--- config.mk ---
export PLATFORM = sky130hd
export DESIGN_NAME = memdec_top
export DESIGN_NICKNAME = d
export VERILOG_FILES = /design/src/rtl/memdec_pkg.sv /design/src/rtl/memdec_regfile.sv /design/src/rtl/memdec_protect.sv /design/src/rtl/memdec_decode.sv /design/src/rtl/memdec_fsm.sv /design/src/rtl/memdec_top.sv
export SDC_FILE = /design/constraint.sdc
export NUM_CORES = 2
export LEC_CHECK = 0
export CAP_MARGIN = 20
export CORE_MARGIN = 2
export CORE_UTILIZATION = 50
export CTS_BUF_LIST = sky130_fd_sc_hd__clkbuf_8
export DETAILED_ROUTE_END_ITERATION = 8
export DONT_BUFFER_PORTS = 1
export GPL_TIMING_DRIVEN = 1
export PLACE_DENSITY_LB_ADDON = 0.12
export RECOVER_POWER = 100
export SYNTH_ARGS = -nofsm -noshare
export SYNTH_HDL_FRONTEND = slang
export SYNTH_SLANG_ARGS = --single-unit
--- constraint.sdc ---
create_clock -name clk -period 3.6 [get_ports clk]
set_clock_uncertainty 0.2 [all_clocks]
set_input_delay 0.72 -clock clk [delete_from_list [all_inputs] [get_ports clk]]
set_output_delay 0.72 -clock clk [all_outputs]
set_load 0.01 [all_outputs]
--- src/rtl/memdec_pkg.sv ---
package memdec_pkg;

    localparam int WORD_W = 32;
    localparam int CODE_W = 3;
    localparam int NSEG   = 2;

    typedef enum logic [1:0] {
        RGN_NONE = 2'd0,
        RGN_ROM  = 2'd1,
        RGN_RAM  = 2'd2,
        RGN_WIN  = 2'd3
    } region_e;

    typedef enum logic [1:0] {
        ST_IDLE = 2'd0,
        ST_WAIT = 2'd1,
        ST_DONE = 2'd2
    } fsm_e;

    // word indices inside the register window (byte offset / 4)
    localparam int IDX_CTRL = 0;
    localparam int IDX_SIZE = 4;
    localparam int IDX_WAIT = 6;
    localparam int IDX_SEG0 = 8;
    localparam int IDX_SEG1 = 9;

    typedef struct packed {
        logic                          prot_en;
        logic [CODE_W-1:0]             rom_code;
        logic [CODE_W-1:0]             ram_code;
        logic [WORD_W-1:0]             wait_word;
        logic [NSEG-1:0][WORD_W-1:0]   segs;
    } cfg_t;

endpackage

--- src/rtl/memdec_regfile.sv ---
module memdec_regfile
    import memdec_pkg::*;
#(
    parameter int WIN_WORDS     = 64,
    parameter int DATA_W        = 32,
    parameter int PROT_BIT      = 3,
    parameter int SIZE_ROM_LSB  = 0,
    parameter int SIZE_RAM_LSB  = 4
) (
    input  logic                          clk,
    input  logic                          rst_n,
    input  logic                          wr_en,
    input  logic [$clog2(WIN_WORDS)-1:0]  wr_idx,
    input  logic [DATA_W-1:0]             wr_data,
    input  logic [$clog2(WIN_WORDS)-1:0]  rd_idx,
    output logic [DATA_W-1:0]             rd_data,
    output cfg_t                          cfg
);
    localparam int IDX_W = $clog2(WIN_WORDS);

    logic [DATA_W-1:0] words [WIN_WORDS];

    // control word keeps only its protection bit; every other word keeps all bits
    function automatic logic [DATA_W-1:0] keep_mask(input logic [IDX_W-1:0] idx);
        if (idx == IDX_W'(IDX_CTRL)) begin
            return DATA_W'(1) << PROT_BIT;
        end
        return '1;
    endfunction

    always_ff @(posedge clk or negedge rst_n) begin
        if (!rst_n) begin
            for (int i = 0; i < WIN_WORDS; i++) begin
                words[i] <= '0;
            end
        end else if (wr_en) begin
            words[wr_idx] <= wr_data & keep_mask(wr_idx);
        end
    end

    assign rd_data = words[rd_idx];

    always_comb begin
        cfg           = '0;
        cfg.prot_en   = words[IDX_CTRL][PROT_BIT];
        cfg.rom_code  = words[IDX_SIZE][SIZE_ROM_LSB +: CODE_W];
        cfg.ram_code  = words[IDX_SIZE][SIZE_RAM_LSB +: CODE_W];
        cfg.wait_word = WORD_W'(words[IDX_WAIT]);
        cfg.segs[0]   = WORD_W'(words[IDX_SEG0]);
        cfg.segs[1]   = WORD_W'(words[IDX_SEG1]);
    end

    // a plain window word holds exactly what was written
    a_r5_store_readback: assert property (@(posedge clk) disable iff (!rst_n)
        (wr_en && wr_idx != IDX_W'(IDX_CTRL)) |=> (words[$past(wr_idx)] == $past(wr_data)));

    // the control word never holds bits other than the protection bit
    a_r5_ctrl_masked: assert property (@(posedge clk) disable iff (!rst_n)
        (wr_en && wr_idx == IDX_W'(IDX_CTRL)) |=>
            ($countones(words[IDX_CTRL]) <= 1 && words[IDX_CTRL][PROT_BIT] == $past(wr_data[PROT_BIT])));

endmodule

--- src/rtl/memdec_protect.sv ---
module memdec_protect
    import memdec_pkg::*;
#(
    parameter int OFS_W      = 22,
    parameter int GRAN_SHIFT = 6
) (
    input  logic                         prot_en,
    input  logic [OFS_W-1:0]             ram_off,
    input  logic [NSEG-1:0][WORD_W-1:0]  segs,
    output logic                         write_ok
);
    localparam int GRAN_W = OFS_W - GRAN_SHIFT;

    logic [GRAN_W-1:0] gran;
    logic [NSEG-1:0]   seg_hit;

    assign gran = ram_off[OFS_W-1:GRAN_SHIFT];

    for (genvar g = 0; g < NSEG; g++) begin : g_seg
        logic [GRAN_W-1:0] lo;
        logic [GRAN_W-1:0] hi;
        assign lo         = segs[g][GRAN_W-1:0];
        assign hi         = segs[g][2*GRAN_W-1:GRAN_W];
        assign seg_hit[g] = (gran >= lo) && (gran <= hi);
    end

    assign write_ok = !prot_en || (|seg_hit);

endmodule

--- src/rtl/memdec_decode.sv ---
module memdec_decode
    import memdec_pkg::*;
#(
    parameter int          ADDR_W      = 32,
    parameter int          WS_W        = 4,
    parameter int          WIN_WORDS   = 64,
    parameter int          ROM_MIN_LOG = 12,
    parameter int          ROM_MAX_LOG = 19,
    parameter int          RAM_MIN_LOG = 18,
    parameter int          RAM_MAX_LOG = 22,
    parameter int          GRAN_SHIFT  = 6,
    parameter logic [31:0] RAM_BASE    = 32'h0200_0000,
    parameter logic [31:0] WIN_BASE    = 32'h01F8_0000
) (
    input  logic [ADDR_W-1:0]             addr,
    input  logic                          write,
    input  cfg_t                          cfg,
    output region_e                       rgn,
    output logic                          err,
    output logic [WS_W-1:0]               ws,
    output logic [$clog2(WIN_WORDS)-1:0]  win_idx
);
    localparam int IDX_W     = $clog2(WIN_WORDS);
    localparam int WIN_LOG   = IDX_W + 2;
    localparam int ROM_STEPS = ROM_MAX_LOG - ROM_MIN_LOG;
    localparam int RAM_STEPS = RAM_MAX_LOG - RAM_MIN_LOG;

    logic [ROM_MAX_LOG:0]   rom_lim;
    logic [RAM_MAX_LOG:0]   ram_lim;
    logic                   in_rom_space;
    logic                   in_ram_space;
    logic                   in_win;
    logic                   rom_ok;
    logic                   ram_ok;
    logic                   write_ok;
    logic [RAM_MAX_LOG-1:0] ram_off;
    logic [WS_W-1:0]        ws_rom;
    logic [WS_W-1:0]        ws_ram_rd;
    logic [WS_W-1:0]        ws_ram_wr;

    // programmable region sizes, each capped at its space
    always_comb begin
        if (int'(cfg.rom_code) >= ROM_STEPS) begin
            rom_lim = (ROM_MAX_LOG+1)'(1) << ROM_MAX_LOG;
        end else begin
            rom_lim = (ROM_MAX_LOG+1)'(1) << (ROM_MIN_LOG + int'(cfg.rom_code));
        end
        if (int'(cfg.ram_code) >= RAM_STEPS) begin
            ram_lim = (RAM_MAX_LOG+1)'(1) << RAM_MAX_LOG;
        end else begin
            ram_lim = (RAM_MAX_LOG+1)'(1) << (RAM_MIN_LOG + int'(cfg.ram_code));
        end
    end

    assign in_rom_space = (addr[ADDR_W-1:ROM_MAX_LOG] == '0);
    assign in_ram_space = (addr[ADDR_W-1:RAM_MAX_LOG] == RAM_BASE[ADDR_W-1:RAM_MAX_LOG]);
    assign in_win       = (addr[ADDR_W-1:WIN_LOG] == WIN_BASE[ADDR_W-1:WIN_LOG]);
    assign ram_off      = addr[RAM_MAX_LOG-1:0];
    assign rom_ok       = in_rom_space && ({1'b0, addr[ROM_MAX_LOG-1:0]} < rom_lim);
    assign ram_ok       = in_ram_space && ({1'b0, ram_off} < ram_lim);
    assign win_idx      = addr[WIN_LOG-1:2];

    assign ws_rom    = cfg.wait_word[WS_W-1:0];
    assign ws_ram_rd = cfg.wait_word[2*WS_W-1:WS_W];
    assign ws_ram_wr = cfg.wait_word[3*WS_W-1:2*WS_W];

    memdec_protect #(
        .OFS_W      (RAM_MAX_LOG),
        .GRAN_SHIFT (GRAN_SHIFT)
    ) u_protect (
        .prot_en  (cfg.prot_en),
        .ram_off  (ram_off),
        .segs     (cfg.segs),
        .write_ok (write_ok)
    );

    always_comb begin
        rgn = RGN_NONE;
        err = 1'b1;
        ws  = '0;
        if (in_win) begin
            rgn = RGN_WIN;
            err = 1'b0;
        end else if (rom_ok) begin
            rgn = RGN_ROM;
            err = 1'b0;
            ws  = ws_rom;
        end else if (ram_ok && (!write || write_ok)) begin
            rgn = RGN_RAM;
            err = 1'b0;
            ws  = write ? ws_ram_wr : ws_ram_rd;
        end
    end

endmodule

--- src/rtl/memdec_fsm.sv ---
module memdec_fsm
    import memdec_pkg::*;
#(
    parameter int WS_W   = 4,
    parameter int DATA_W = 32
) (
    input  logic              clk,
    input  logic              rst_n,
    input  logic              acc_valid,
    input  region_e           dec_rgn,
    input  logic              dec_err,
    input  logic [WS_W-1:0]   dec_ws,
    input  logic [DATA_W-1:0] cap_rdata,
    output logic              acc_ready,
    output logic              accept,
    output logic              resp_valid,
    output region_e           resp_region,
    output logic [WS_W-1:0]   resp_wait,
    output logic              resp_err,
    output logic [DATA_W-1:0] resp_rdata
);
    fsm_e              state_q;
    fsm_e              state_d;
    logic [WS_W-1:0]   cnt_q;
    region_e           rgn_q;
    logic              err_q;
    logic [WS_W-1:0]   ws_q;
    logic [DATA_W-1:0] rdata_q;

    assign accept = acc_valid && (state_q == ST_IDLE);

    // next state
    always_comb begin
        state_d = state_q;
        unique case (state_q)
            ST_IDLE: begin
                if (acc_valid) begin
                    state_d = (dec_err || dec_ws == '0) ? ST_DONE : ST_WAIT;
                end
            end
            ST_WAIT: begin
                if (cnt_q == WS_W'(1)) begin
                    state_d = ST_DONE;
                end
            end
            ST_DONE: state_d = ST_IDLE;
            default: state_d = ST_IDLE;
        endcase
    end

    // state register
    always_ff @(posedge clk or negedge rst_n) begin
        if (!rst_n) begin
            state_q <= ST_IDLE;
        end else begin
            state_q <= state_d;
        end
    end

    // access capture and wait countdown
    always_ff @(posedge clk or negedge rst_n) begin
        if (!rst_n) begin
            cnt_q   <= '0;
            rgn_q   <= RGN_NONE;
            err_q   <= 1'b0;
            ws_q    <= '0;
            rdata_q <= '0;
        end else if (accept) begin
            cnt_q   <= dec_ws;
            rgn_q   <= dec_err ? RGN_NONE : dec_rgn;
            err_q   <= dec_err;
            ws_q    <= dec_err ? '0 : dec_ws;
            rdata_q <= cap_rdata;
        end else if (state_q == ST_WAIT) begin
            cnt_q <= cnt_q - WS_W'(1);
        end
    end

    // outputs
    always_comb begin
        acc_ready   = (state_q == ST_IDLE);
        resp_valid  = (state_q == ST_DONE);
        resp_region = RGN_NONE;
        resp_wait   = '0;
        resp_err    = 1'b0;
        resp_rdata  = '0;
        if (state_q == ST_DONE) begin
            resp_region = rgn_q;
            resp_wait   = ws_q;
            resp_err    = err_q;
            resp_rdata  = rdata_q;
        end
    end

    // a response lasts one cycle
    a_r9_single_pulse: assert property (@(posedge clk) disable iff (!rst_n)
        resp_valid |=> !resp_valid);

    // the wait counter steps down by one per waiting cycle
    a_r7_countdown: assert property (@(posedge clk) disable iff (!rst_n)
        (state_q == ST_WAIT && cnt_q != WS_W'(1)) |=>
            (state_q == ST_WAIT && cnt_q == $past(cnt_q) - WS_W'(1)));

    // an exception carries no region and no wait count
    a_r4_err_clean: assert property (@(posedge clk) disable iff (!rst_n)
        (resp_valid && resp_err) |-> (resp_wait == '0 && resp_region == RGN_NONE));

    // a zero-wait or refused access responds in the following cycle
    a_r7_direct_resp: assert property (@(posedge clk) disable iff (!rst_n)
        (accept && (dec_err || dec_ws == '0)) |=> resp_valid);

endmodule

--- src/rtl/memdec_top.sv ---
module memdec_top
    import memdec_pkg::*;
#(
    parameter int ADDR_W    = 32,
    parameter int DATA_W    = 32,
    parameter int WS_W      = 4,
    parameter int WIN_WORDS = 64
) (
    input  logic              clk,
    input  logic              rst_n,
    input  logic              acc_valid,
    input  logic              acc_write,
    input  logic [ADDR_W-1:0] acc_addr,
    input  logic [DATA_W-1:0] acc_wdata,
    output logic              acc_ready,
    output logic              resp_valid,
    output logic [1:0]        resp_region,
    output logic [WS_W-1:0]   resp_wait,
    output logic              resp_err,
    output logic [DATA_W-1:0] resp_rdata
);
    localparam int IDX_W = $clog2(WIN_WORDS);

    cfg_t              cfg;
    region_e           dec_rgn;
    logic              dec_err;
    logic [WS_W-1:0]   dec_ws;
    logic [IDX_W-1:0]  win_idx;
    logic [DATA_W-1:0] rd_data;
    logic [DATA_W-1:0] cap_rdata;
    logic              accept;
    logic              win_wr;
    region_e           rsp_rgn;

    assign win_wr    = accept && acc_write && (dec_rgn == RGN_WIN);
    assign cap_rdata = (dec_rgn == RGN_WIN && !acc_write) ? rd_data : '0;

    memdec_regfile #(
        .WIN_WORDS (WIN_WORDS),
        .DATA_W    (DATA_W)
    ) u_regs (
        .clk     (clk),
        .rst_n   (rst_n),
        .wr_en   (win_wr),
        .wr_idx  (win_idx),
        .wr_data (acc_wdata),
        .rd_idx  (win_idx),
        .rd_data (rd_data),
        .cfg     (cfg)
    );

    memdec_decode #(
        .ADDR_W    (ADDR_W),
        .WS_W      (WS_W),
        .WIN_WORDS (WIN_WORDS)
    ) u_dec (
        .addr    (acc_addr),
        .write   (acc_write),
        .cfg     (cfg),
        .rgn     (dec_rgn),
        .err     (dec_err),
        .ws      (dec_ws),
        .win_idx (win_idx)
    );

    memdec_fsm #(
        .WS_W   (WS_W),
        .DATA_W (DATA_W)
    ) u_fsm (
        .clk         (clk),
        .rst_n       (rst_n),
        .acc_valid   (acc_valid),
        .dec_rgn     (dec_rgn),
        .dec_err     (dec_err),
        .dec_ws      (dec_ws),
        .cap_rdata   (cap_rdata),
        .acc_ready   (acc_ready),
        .accept      (accept),
        .resp_valid  (resp_valid),
        .resp_region (rsp_rgn),
        .resp_wait   (resp_wait),
        .resp_err    (resp_err),
        .resp_rdata  (resp_rdata)
    );

    assign resp_region = rsp_rgn;

    // a refused write leaves every window word untouched
    a_r8_no_store_on_err: assert property (@(posedge clk) disable iff (!rst_n)
        (accept && dec_err) |-> !win_wr);

endmodule

Yosys cells after proc, flatten, opt, wreduce, memory -nomap -nowiden
Cells that the tools add are included.
- $add $sub $neg: 3
- multipliers: 0
- divide/modulo/power cells: 0
- order comparisons: 10
- eq/ne operators: 8
- shifts and indexed selects: 2
- muxes and demuxes: 36
- bitwise logic cells: 2
- reductions and logical operators: 22
- operators with widths (operator ; number):
    $bwmux 2048 ; 1
    $mux 32 ; 8
    $bmux 32 s6 ; 1
    $demux 32 s6 ; 1
    $and 32x32->32 ; 1
    $ge 16x16->1 ; 2
    $le 16x16->1 ; 2
    $mux 4 ; 8
    $shl 1x32->20 const A ; 1
    $shl 1x32->23 const A ; 1
    $eq 24x17->1 const B ; 1
    $lt 22x23->1 ; 1
    $mux 23 ; 1
    $lt 19x20->1 ; 1
    $mux 20 ; 1
    $mux 2 ; 8
    $logic_not 13->1 ; 1
    $eq 10x4->1 const B ; 1
    $logic_and 1x1->1 ; 10
    $ge 7x7->1 const B ; 1
    $lt 7x1->1 const B ; 1
    $not 6->7 ; 1
    $add 5x3->6 const A ; 1
    $ge 3x3->1 const B ; 2
    other kinds (17) ; 26
- register bits after elaboration: 2093
- bits in latches: 0
- RAM bits: 0
- memory bits (read-only): 0
- bits of input ports: 68
- output and inout bits: 41
- word-level logic and storage cells: 153
- memories: 0

Longest topological paths before layout
- depth in word-level cells: 16
- gate-level depth with buffers: 11
- depth with buffers taken out: 11

Modules after synthesis
From an unflattened synthesis, not the netlist that was laid out.
- cell total of the unflattened synthesis: 8607
- area total of the unflattened synthesis: 93734.9 um^2
- by module, submodules not included (module ; instances ; cells an instance ; area each (um^2) ; sequential area each (um^2)):
    memdec_regfile ; 1 ; 8057 ; 88845.2 ; 51249.2
    memdec_fsm ; 1 ; 188 ; 2199.6 ; 1126.1
    memdec_protect ; 1 ; 217 ; 1582.8 ; 0.0
    memdec_decode ; 1 ; 103 ; 733.2 ; 0.0
    memdec_top ; 1 ; 42 ; 374.1 ; 0.0

Worst setup path after synthesis
OpenSTA, ideal clock, no wires.
- path type: input-to-reg
- start: input port acc_addr[6]
- end: register u_fsm.state_q[1]
- library setup time: 0.118 ns
- data arrival time: 2.824 ns
- slack: 0.458 ns
- stages on the path: 10
- path buffers: 1
- cell sequence: buf_4 -> clkinv_1 -> ha_1 -> nand2b_1 -> a2111oi_0 -> or4_1 -> o211a_1 -> o32ai_2 -> a31oi_1 -> a21o_1
- cells in the longest elaborated chain, start to end: 14
- elaborated cells between the ends (all ways): 25
- RTL lines (what ; line ; source):
    start: declaration ; memdec_top.sv:13 ; input logic [ADDR_W-1:0] acc_addr,
    $ge 16x16->1 or $le 16x16->1 (tied branches) ; memdec_protect.sv:24 ; assign seg_hit[g] = (gran >= lo) && (gran <= hi);
    $logic_and 1x1->1 ; memdec_protect.sv:24 ;
    $reduce_or 2->1 ; memdec_protect.sv:27 ; assign write_ok = !prot_en || (|seg_hit);
    $logic_or 1x1->1 ; memdec_protect.sv:27 ;
    $logic_or 1x1->1 ; memdec_decode.sv:88 ; end else if (ram_ok && (!write || write_ok)) begin
    $logic_and 1x1->1 ; memdec_decode.sv:88 ;
    $mux 4 ; memdec_decode.sv:88 ;
    $mux 4 ; memdec_decode.sv:84 ; end else if (rom_ok) begin
    $mux 4 ; memdec_decode.sv:81 ; if (in_win) begin
    $logic_not 4->1 ; memdec_fsm.sv:38 ; state_d = (dec_err || dec_ws == '0) ? ST_DONE : ST_WAIT;
    $logic_or 1x1->1 * ; memdec_fsm.sv:38 ;
    $mux 2 * ; memdec_fsm.sv:38 ;
    $mux 2 * ; memdec_fsm.sv:37 ; if (acc_valid) begin
    $pmux 2 s2 * ; memdec_fsm.sv:35 ; unique case (state_q)
    end signal: assignment ; memdec_fsm.sv:56 ; state_q <= state_d;
    end: declaration ; memdec_fsm.sv:22 ; fsm_e state_q;
Every way passes the cells marked *; elsewhere a longest branch is shown, timed or not. The select of a mux whose other input is x is not followed.
A chain may end at the register's enable or synchronous reset.

Worst setup path in the final report
- start: input port acc_addr[30]
- end: register u_regs.words[921] (netlist name)
- cells in the longest elaborated chain, start to end: 8
- elaborated cells between the ends (all ways): 11
- RTL lines (what ; line ; source):
    $eq 10x4->1 ; memdec_decode.sv:56 ; assign in_ram_space = (addr[ADDR_W-1:RAM_MAX_LOG] == RAM_BASE[ADDR_W-1:RAM_MAX_LOG]);
    $logic_and 1x1->1 ; memdec_decode.sv:60 ; assign ram_ok = in_ram_space && ({1'b0, ram_off} < ram_lim);
    $logic_and 1x1->1 ; memdec_decode.sv:88 ;
    $mux 2 ; memdec_decode.sv:88 ;
    $mux 2 ; memdec_decode.sv:84 ;
    $mux 2 * ; memdec_decode.sv:81 ;
    $eq 2x2->1 * ; memdec_top.sv:35 ; assign win_wr = accept && acc_write && (dec_rgn == RGN_WIN);
    $logic_and 1x1->1 * ; memdec_top.sv:35 ;
    end signal: indexed assignment ; memdec_regfile.sv:37 ; words[wr_idx] <= wr_data & keep_mask(wr_idx);
    end: declaration ; memdec_regfile.sv:21 ; logic [DATA_W-1:0] words [WIN_WORDS];
Every way passes the cells marked *; elsewhere a longest branch is shown, timed or not.

==> impl_summary.log <==
[metrics] netlist area before placement: 89,500 um^2
[metrics] number of nets in the layout: 9,157
[metrics] H-tree depth: 5
[metrics] async set-or-reset flop fraction in the synthesized netlist: 100%
[metrics] drc violations: 0
[metrics] simple-gate share of the synthesized area: 11.8%
[metrics] critical path fanouts, max: 30
[metrics] Critical Path RT: 4.33 ns
[metrics] top-area cell type share of the netlist area: 58.5%
[metrics] dominant cell by count in the synthesized netlist: sky130_fd_sc_hd__dfrtp_1
[metrics] start-to-end type of the worst setup path: input pin to flip-flop
[metrics] average cell area after synthesis: 10.0 um^2
[metrics] Final Cycle Share: 98.1%
[metrics] number of max-capacitance violations reported: 1
[metrics] Synth top cells by count: sky130_fd_sc_hd__dfrtp_1 (2,093), sky130_fd_sc_hd__nand2_1 (2,033), sky130_fd_sc_hd__o21ai_0 (1,539), sky130_fd_sc_hd__a22oi_1 (858), sky130_fd_sc_hd__o21ai_1 (426)
[metrics] Min Hold Slack: -0.839 ns
[metrics] count of final max-slew check failures: 227
[metrics] start point of the critical path: acc_addr[30]
[metrics] ratio of routed vias to standard cells: 6.11
[metrics] global router's overall resource usage: 33.4%
[metrics] initial antenna violation count: 5
[metrics] root buffer selected by CTS: sky130_fd_sc_hd__clkbuf_8
[metrics] die extent in x: 427 um
[metrics] post-synthesis compound-gate area fraction: 22.8%
[metrics] violations in the final reports: hold timing, capacitance limit, slew limit
[metrics] WL/cell: 26.1 um
[metrics] final count of hold timing violations: 228
[metrics] predominant post-synthesis flop cell: sky130_fd_sc_hd__dfrtp_1
[metrics] Least-Margin Pin Slew: 2.17 ns
[metrics] time the final worst path needs with I/O delays and setup: 3.53 ns
[metrics] leading area contributor after synthesis: sky130_fd_sc_hd__dfrtp_1
[metrics] number of antenna-violating nets in the routed design: 0
[metrics] Layout area overhead: 12.6%
[metrics] final core occ: 56.5%
[metrics] Inserted Clock Buffers: 360
[metrics] nature of the critical path startpoint: input pin
[metrics] dominant combinational cell family by area after synthesis: compound AO/OA/AOI/OAI gates
[metrics] cts-stage hold buffer count: 44
[metrics] largest net degree at the start of global routing: 253
[metrics] clk buf depth: 4
[metrics] result of the run: finished with violations
[metrics] largest voltage drop on the vdd net: 332 uV
[metrics] clock network latency to the later pin of the worst-skew pair: 1.10 ns
[metrics] total half-perimeter wirelength after legalization and detailed placement: 191,000 um
[metrics] critical path endpoint category: flip-flop
[metrics] top cells by area in the synthesized netlist: sky130_fd_sc_hd__dfrtp_1 (59%), sky130_fd_sc_hd__o21ai_0 (8.6%), sky130_fd_sc_hd__nand2_1 (8.5%)
[metrics] mux share of post-synthesis cell area: 0.884%
[metrics] total die area: 182,000 um^2
[metrics] portion of the post-synthesis area used by sequential elements: 58.5%
[metrics] CP Cell Sequence: dlygate4sd3_1, nor4_2, dlygate4sd3_1, nand4_4, nor3_4, buf_12, buf_4, nand3_1, buf_4, nand2_1, o21ai_0
[metrics] R2R setup slack: 0.09 ns
[metrics] DR iter-0 viols: 7,197
[metrics] CTS tree: yes
[metrics] delay of the slowest critical-path stage: 0.66 ns
[metrics] type of the most critical hold path: input pin to asynchronous set/reset pin
[metrics] power per unit of standard cell area: 463 nW/um^2
[metrics] clk sinks: 2,093
[metrics] clock input transition at the sequential cells of the worst setup and hold paths: 0.06 ns
[metrics] worst-case setup slack after placement: -1.44 ns
[metrics] Syn Inst Count: 8,930
[metrics] Row Count: 155
[metrics] via count: 70,900
[metrics] routability cong.: 0.877
[metrics] flops & latches, synth: 2,093
[metrics] number of warnings reported in the yosys synthesis log: 0
[metrics] adder and majority gate portion of the synthesized area: 1.27%
[metrics] synthesized-area fraction occupied by xor and xnor cells: 0%
[metrics] fillcell total: 15,700
[metrics] Vert. Die Dim: 427 um
[metrics] Final WS setup: 0.0675 ns
[metrics] number of global-route vias before repair: 69,400
[metrics] DR pass1 iterations: 6
[metrics] worst flop-to-flop path startpoint: u_fsm.state_q[0]$_DFFE_PN0P_
[metrics] aggregate routed wire length: 304,000 um
[metrics] Setup Viol. Count Final: 0
[metrics] number of flops mapped to enable cells by yosys: 0
[metrics] overflow left after global routing: 0
[metrics] Unique masters post-synth: 64
[metrics] max_slew headroom: -44.4%
[metrics] area of the core: 178,000 um^2
[metrics] data arrival time of the critical path: 4.26 ns
[metrics] Port Buffer Count: 0
[metrics] ratio of cells with drive above 1 in the final layout: 12.2%
[metrics] cell leakage power: 44.0 nW
[metrics] f_max: 283 MHz
[metrics] wire length of the first global-routing pass: 455,000 um
[metrics] unrepaired setup endpoints after global routing: false
[metrics] initial core utilization: 50.2%
[metrics] num ports: 109
[metrics] CP max stage cell: sky130_fd_sc_hd__dlygate4sd3_1
## layout make-up
cell class	count	area [um^2]	share of cell area (%)
Inverter	66	248	0.246
Sequential cell	2093	52400	52.0
Clock buffer	449	6180	6.13
Multi-Input combinational cell	5916	32600	32.4
Antenna cell	7	17.5	0.0174
Tap cell	2355	2950	2.92
Timing Repair Buffer	561	5660	5.62
Clock inverter	164	716	0.710
## cells by family after synthesis
group | after synthesis
DFF | 2093
muxes | 71
adders and majority gates | 91
other | 1
buffers and inverters | 932
and+or+nand+nor | 2387
AOI/OAI and AO/OA | 3355
## worst max-delay path: cells and delay by family
kind,cells,cell delay (ns)
buffers and inverters,5,2.15
and+or+nand+nor,5,1.25
AOI/OAI and AO/OA,1,0.08
## report_power, final
part	internal, mW	switching [mW]
Combinational	0.474	1.69
Clock	11.2	9.70
Sequential	23.5	0.00472
## through the flow
step	TNS (ns)	hold slack (ns)	power [mW]	cells	cell area, um^2
6_report	0	-0.839	46.6	11600	101000
5_1_grt	0	-0.886	48.2	11600	101000
4_1_cts	0	-0.922	46.9	11600	102000
3_5_place_dp	-667.52	0.225	26.1	10900	94400
3_3_place_gp	-585.50	0.225	26.1	10900	94400
2_1_floorplan	0	0.224	24.7	8940	89500
## layer usage
metal	vias to the layer above	global-route usage, %	wire [um]
met5	-	0	28
met4	4	12.3	11500
met3	585	6.08	22700
met2	2734	52.4	140000
met1	35700	46.4	130000
li1	31900	-	-
## cell usage in the layout, fill, tap and decap left out, types with 88 or more instances in the layout
cell and instances:
sky130_fd_sc_hd__clkbuf_8 449, sky130_fd_sc_hd__dfrtp_1 2092, sky130_fd_sc_hd__a22oi_1 858, sky130_fd_sc_hd__a41oi_1 136
sky130_fd_sc_hd__o21ai_0 1891, sky130_fd_sc_hd__buf_12 106, sky130_fd_sc_hd__ha_1 91, sky130_fd_sc_hd__nand2_1 2000
sky130_fd_sc_hd__buf_4 282, sky130_fd_sc_hd__a22o_1 116, sky130_fd_sc_hd__inv_1 195, sky130_fd_sc_hd__a31oi_1 88
## timing repair
| action | in CTS | in global routing |
|---|---|---|
| endpoints found under the hold margin | 1714 | 228 |
| gates resized for setup | 0 | 2 |
| setup buffers | 0 | 0 |
| cloned | 1 | 3 |
| pin swaps | 0 | 1 |
| setup endpoints to repair | 222 | 377 |
## sequential cells by signal (all words and copies together), names as in the netlist
signal         flops
u_regs.cfg       103
u_fsm.ws_q         4
u_fsm.cnt_q        4
u_fsm.rgn_q        2
u_fsm.err_q        1
u_fsm.rdata_q     32
u_regs.words    1945
u_fsm.state_q      2
## worst paths after layout
path                                                  end  depth (start not counted)
setup reg to reg            u_fsm.rdata_q[28]$_DFFE_PN0P_                          6
max in group asynchronous   u_regs.words[383]$_DFFE_PN0P_                          5
hold / removal              u_regs.words[835]$_DFFE_PN0P_                          0
setup / recovery            u_regs.words[921]$_DFFE_PN0P_                         11
min in group clk            u_regs.words[607]$_DFFE_PN0P_                          2
hold reg to reg            u_regs.words[1686]$_DFFE_PN0P_                          2
Power figures use the tool's default switching activity.
